$ cat src/rtl/resv_pkg.sv
package resv_pkg;
  typedef struct packed {
    logic done;
    logic ok;
  } sc_result_t;
endpackage

$ cat src/rtl/resv_addr_cmp.sv
module resv_addr_cmp #(
  parameter int AW  = 32,
  parameter int OFS = 2
) (
  input  logic [AW-1:0] a,
  input  logic [AW-1:0] b,
  output logic          same_word
);
  logic [AW-1:0] diff;
  always_comb begin
    diff      = (a ^ b) >> OFS;
    same_word = (diff == '0);
  end
endmodule

$ cat src/rtl/resv_state.sv
module resv_state #(
  parameter int AW  = 32,
  parameter int OFS = 2,
  localparam int WW = AW - OFS
) (
  input  logic          clk,
  input  logic          rst,
  input  logic          lr_valid,
  input  logic [WW-1:0] lr_word,
  input  logic          sc_valid,
  input  logic          snp_clear,
  output logic          flag,
  output logic [WW-1:0] resv_word
);
  always_ff @(posedge clk) begin
    if (rst) begin
      flag      <= 1'b0;
      resv_word <= '0;
    end else if (lr_valid) begin
      flag      <= 1'b1;
      resv_word <= lr_word;
    end else if (sc_valid || snp_clear) begin
      flag      <= 1'b0;
    end
  end


  lr_sets_chk: assert property (@(posedge clk) disable iff (rst)
    lr_valid |=> (flag && resv_word == $past(lr_word)));

  sc_clears_chk: assert property (@(posedge clk) disable iff (rst)
    (sc_valid && !lr_valid) |=> !flag);

  snoop_clears_chk: assert property (@(posedge clk) disable iff (rst)
    (snp_clear && !lr_valid) |=> !flag);
endmodule

$ cat src/rtl/resv_out.sv
module resv_out #(
  parameter int AW  = 32,
  parameter int DW  = 32,
  parameter int OFS = 2
) (
  input  logic          clk,
  input  logic          rst,
  input  logic          lr_valid,
  input  logic [AW-1:0] lr_addr,
  input  logic          sc_valid,
  input  logic          sc_pass,
  input  logic [AW-1:0] sc_addr,
  input  logic [DW-1:0] sc_data,
  output logic          rd_en,
  output logic [AW-1:0] rd_addr,
  output logic          st_en,
  output logic [AW-1:0] st_addr,
  output logic [DW-1:0] st_data,
  output logic          sc_done,
  output logic          sc_ok,
  output logic          bcast_valid,
  output logic [AW-1:0] bcast_addr
);
  import resv_pkg::*;
  sc_result_t res_q;

  always_ff @(posedge clk) begin
    if (rst) begin
      rd_en       <= 1'b0;
      rd_addr     <= '0;
      st_en       <= 1'b0;
      st_addr     <= '0;
      st_data     <= '0;
      res_q       <= '0;
      bcast_valid <= 1'b0;
      bcast_addr  <= '0;
    end else begin
      rd_en       <= lr_valid;
      rd_addr     <= lr_valid ? lr_addr : '0;
      res_q.done  <= sc_valid;
      res_q.ok    <= sc_valid && sc_pass;
      st_en       <= sc_valid && sc_pass;
      st_addr     <= (sc_valid && sc_pass) ? sc_addr : '0;
      st_data     <= (sc_valid && sc_pass) ? sc_data : '0;
      bcast_valid <= sc_valid && sc_pass;
      bcast_addr  <= (sc_valid && sc_pass) ? {sc_addr[AW-1:OFS], {OFS{1'b0}}} : '0;
    end
  end

  assign sc_done = res_q.done;
  assign sc_ok   = res_q.ok;


  ok_needs_done_chk: assert property (@(posedge clk) disable iff (rst)
    sc_ok |-> sc_done);

  bcast_aligned_chk: assert property (@(posedge clk) disable iff (rst)
    bcast_valid |-> (st_en && bcast_addr[OFS-1:0] == '0));
endmodule

$ cat src/rtl/resv_monitor.sv
module resv_monitor #(
  parameter int AW  = 32,
  parameter int DW  = 32,
  parameter int OFS = 2,
  localparam int WW = AW - OFS
) (
  input  logic          clk,
  input  logic          rst,
  input  logic          lr_valid,
  input  logic [AW-1:0] lr_addr,
  input  logic          sc_valid,
  input  logic [AW-1:0] sc_addr,
  input  logic [DW-1:0] sc_data,
  input  logic          snp_valid,
  input  logic [AW-1:0] snp_addr,
  output logic          rd_en,
  output logic [AW-1:0] rd_addr,
  output logic          st_en,
  output logic [AW-1:0] st_addr,
  output logic [DW-1:0] st_data,
  output logic          sc_done,
  output logic          sc_ok,
  output logic          bcast_valid,
  output logic [AW-1:0] bcast_addr
);
  logic          flag;
  logic [WW-1:0] resv_word;
  logic [AW-1:0] resv_addr;
  logic          sc_hit;
  logic          snp_hit;
  logic          snp_clear;
  logic          sc_pass;

  assign resv_addr = {resv_word, {OFS{1'b0}}};

  resv_addr_cmp #(.AW(AW), .OFS(OFS)) u_cmp_sc (
    .a(sc_addr), .b(resv_addr), .same_word(sc_hit));

  resv_addr_cmp #(.AW(AW), .OFS(OFS)) u_cmp_snp (
    .a(snp_addr), .b(resv_addr), .same_word(snp_hit));

  assign snp_clear = snp_valid && snp_hit;
  assign sc_pass   = flag && sc_hit && !snp_clear;

  resv_state #(.AW(AW), .OFS(OFS)) u_state (
    .clk(clk), .rst(rst),
    .lr_valid(lr_valid), .lr_word(lr_addr[AW-1:OFS]),
    .sc_valid(sc_valid), .snp_clear(snp_clear),
    .flag(flag), .resv_word(resv_word));

  resv_out #(.AW(AW), .DW(DW), .OFS(OFS)) u_out (
    .clk(clk), .rst(rst),
    .lr_valid(lr_valid), .lr_addr(lr_addr),
    .sc_valid(sc_valid), .sc_pass(sc_pass),
    .sc_addr(sc_addr), .sc_data(sc_data),
    .rd_en(rd_en), .rd_addr(rd_addr),
    .st_en(st_en), .st_addr(st_addr), .st_data(st_data),
    .sc_done(sc_done), .sc_ok(sc_ok),
    .bcast_valid(bcast_valid), .bcast_addr(bcast_addr));


  snoop_wins_chk: assert property (@(posedge clk) disable iff (rst)
    (sc_valid && snp_valid && snp_hit) |=> (sc_done && !sc_ok && !st_en));

  store_needs_pass_chk: assert property (@(posedge clk) disable iff (rst)
    st_en |-> (sc_ok && sc_done));

  no_flag_no_pass_chk: assert property (@(posedge clk) disable iff (rst)
    (sc_valid && !flag) |=> !sc_ok);
endmodule

$ cat config.mk
export PLATFORM = sky130hd
export DESIGN_NAME = resv_monitor
export DESIGN_NICKNAME = d
export VERILOG_FILES = /design/src/rtl/resv_pkg.sv /design/src/rtl/resv_addr_cmp.sv /design/src/rtl/resv_state.sv /design/src/rtl/resv_out.sv /design/src/rtl/resv_monitor.sv
export SDC_FILE = /design/constraint.sdc
export NUM_CORES = 1
export LEC_CHECK = 0
export ABC_CLOCK_PERIOD_IN_PS = 2500
export BUFFER_PORTS_ARGS = -buffer_cell sky130_fd_sc_hd__buf_2
export CELL_PAD_IN_SITES_DETAIL_PLACEMENT = 1
export CELL_PAD_IN_SITES_GLOBAL_PLACEMENT = 1
export CORE_AREA = 3 3 130 132
export DETAILED_ROUTE_END_ITERATION = 6
export DIE_AREA = 0 0 133 135
export PLACE_DENSITY_LB_ADDON = 0.25
export SLEW_MARGIN = 30
export SYNTH_ARGS = -nofsm -noshare
export SYNTH_HDL_FRONTEND = slang
export SYNTH_SLANG_ARGS = --single-unit
$ cat constraint.sdc
create_clock -name clk -period 2.5 [get_ports clk]
set_clock_uncertainty 0.2 [all_clocks]
set_input_delay 0.125 -clock clk [delete_from_list [all_inputs] [get_ports clk]]
set_output_delay 0.125 -clock clk [all_outputs]
set_load 0.02 [all_outputs]
==> reports/qor.yml <==
grt.overflow.total: 0
nets: 894
powerDensity_nw_per_um2: 695
post-cts-setup-buffers: 0
postRouteAntennaNets: 0
drc_errors: 0
hold_path_end: "u_out.rd_addr[1]"
die_area_sq_um: 18000
max_stage_delay_ns: 0.41
whs_path_depth: 3
vias_per_cell: 4.33
hold_class: "in2reg"
synth_top_area_frac: 0.552
cts_root_buffer: "clkbuf_16"
max_clock_freq_mhz: 436
synth.distinct_cells: 22
cts_made_buffers: 17
hp-start: "lr_addr[1]"
portBuffers: 261
drt_wl_total_um: 17900
dieHeight_um: 135
critPathCaptureType: "register"
wl_per_cell_um: 18.0
cpMaxStageDelayCell: "nor4_4"
setup_viol_count_final: 0
cpLargestDelayFamily: "simple AND/OR/NAND/NOR gates"
yosysWarnings: 0
layout_commonest_cell: "buf_2"
power_w: 0.00530
fin_crit_ns: 2.29
die_x_um: 133
worst-path-max-fanout: 58
final_cell_mix: "buf_2, dfxtp_1, dlygate4sd3_1, and3_1, xnor2_1"
required_ns: 2.65
yosysSeqAreaShare: 0.552
clkTransAtPathRegs_ns: 0.06
finalCritPeriodShare: 0.918
grt_usage: 0.198
crit_path_start_kind: "register"
fin_area_sq_um: 7620
crit_buf_inv: 1
h-tree-depth: 4
rsz0062_at_grt: "no"
gp_congestion: 0.768
setup_tns_ns: 0
clock_sinks: 130
io_pins: 266
maxSlewViolCount: 0
slew_headroom: 0.640
grt_max_degree: 59
critPathKind: "reg2reg"
r2r-start: "u_state.resv_word[14]"
core_area_sq_um: 15800
core.rowCount: 46
max-clock-path-buffers: 2
clk_latency_ns: 0.41
yosysTopAreaCell: "dfxtp_1"
syn_avg_cell_area_sq_um: 10.9
vdd_ir_drop_max_mv: 0.439
crit_arrival_ns: 2.44
drt-initial-drc-count: 143
start_util: 0.298
area_growth_pct: 61.6
grt_pass1_vias: 4852
r2r_slack_ns: 0.21
synth.cell_area_sq_um: 4720
reg2regPathDepth: 6
synth_area_leaders: "dfxtp_1, xnor2_1, and3_1"
tightest_slew_ns: 0.540
status: "finished, final reports clean"
grt_first_pass_wirelength_um: 27200
crit_chain: "xor2_1 -> nor4_1 -> nand4_1 -> nor4_4 -> buf_12 -> and3_1"
p_leak_nw: 3.98
cap_violations: 0
rr_endpoint: "u_out.bcast_addr[30]"
finalHoldViolCount: 0
firstDrtPassIters: 4
synth_cells: 432
cts_tree: "done"
grt_antenna_before_repair: 2
hpwl_um: 12500
final_layout_size_suffix_gt1_frac: 0.400
place_area_sq_um: 6020
ys_seq_elements: 130
vias: 4288
==> report_power, final <==
part,total [W],switching [W],internal (W)
registers,0.00217,0.0000449,0.00213
clock network,0.00259,0.000908,0.00169
logic,0.000537,0.000237,0.000300
==> cell usage after synthesis <==
cell type and n:
dfxtp_1 130, and3_1 54, xnor2_1 41, buf_4 34, and2_1 33, nor2_1 31
mux2i_1 30, xor2_1 19, clkbuf_1 15, nand4_1 11, and3_2 10, nor4_1 7
buf_6 6, buf_1 3, a21o_1 1, a21oi_1 1, conb_1 1, inv_1 1
nand2b_1 1, nand3_1 1, nor2b_1 1, nor4_2 1
==> area by class of cell <==
type | count | area [sq um]
Antenna cell | 2 | 5.00
Sequential cell | 130 | 2600
Multi-Input combinational cell | 244 | 1750
Fill cell | 1792 | 8200
Tap cell | 216 | 270
Timing Repair Buffer | 367 | 2390
Clock inverter | 10 | 159
Clock buffer | 21 | 450
Inverter | 1 | 3.75
==> how the worst max path moves through the flow <==
stage                                startpoint                    to  slack (ns)  cells after the start
final                     u_state.resv_word[14]  u_out.bcast_addr[30]        0.21                      6
after CTS                 u_state.resv_word[14]  u_out.bcast_addr[31]        0.17                      6
after global routing      u_state.resv_word[14]  u_out.bcast_addr[30]        0.13                      6
after detailed placement  u_state.resv_word[14]  u_out.bcast_addr[31]        0.19                      6
after global placement    u_state.resv_word[14]  u_out.bcast_addr[13]        0.20                      6
after floorplan           u_state.resv_word[21]  u_out.bcast_addr[13]        0.61                      7
==> timing repair <==
item | in CTS | in global routing
hold endpoints to repair | 129 | 0
hold buffers | 99 | 0
resized for setup | 0 | 0
==> logic make-up after synthesis <==
logic type             share of synthesized area
AND/OR/NAND/NOR                            0.186
XOR/XNOR                                   0.111
AO/OA/AOI/OAI                            0.00265
other                                   0.000795
buffers and inverters                     0.0836
flip-flops                                 0.552
multiplexers                              0.0637
==> state kept, by name (all words and copies together) (netlist names) <==
name,cells
u_state.flag,1
u_out.st_data,32
u_out.bcast_addr,30
u_out.rd_addr,32
u_state.resv_word,30
u_out.st_addr,2
u_out.sc_done,1
u_out.sc_ok,1
u_out.rd_en,1
==> per-layer routing <==
metal / vias to the layer above / share of wire / global-route usage
li1: 2061 / - / -
met1: 2023 / 0.42 / 0.227
met2: 179 / 0.50 / 0.348
met3: 25 / 0.061 / 0.0592
met4: 0 / 0.021 / 0.0768
met5: - / 0 / 0
==> worst register-to-register path, stage by stage (launching register included) <==
cell,delay (ns)
dfxtp_1,0.37
xor2_1,0.20
nor4_1,0.36
nand4_1,0.20
nor4_4,0.41
buf_12,0.26
and3_1,0.23
==> through the flow <==
step | hold slack [ns] | util | setup WS, ns | std cells
finish | 0.253 | 0.482 | 0.205 | 991
global route | 0.248 | 0.482 | 0.126 | 991
CTS | 0.242 | 0.481 | 0.168 | 989
detailed placement | 0.136 | 0.380 | 0.192 | 859
global placement | 0.125 | 0.380 | 0.198 | 859
floorplan | -0.00262 | - | 0.608 | 433
(Power assumes the default switching activity.)
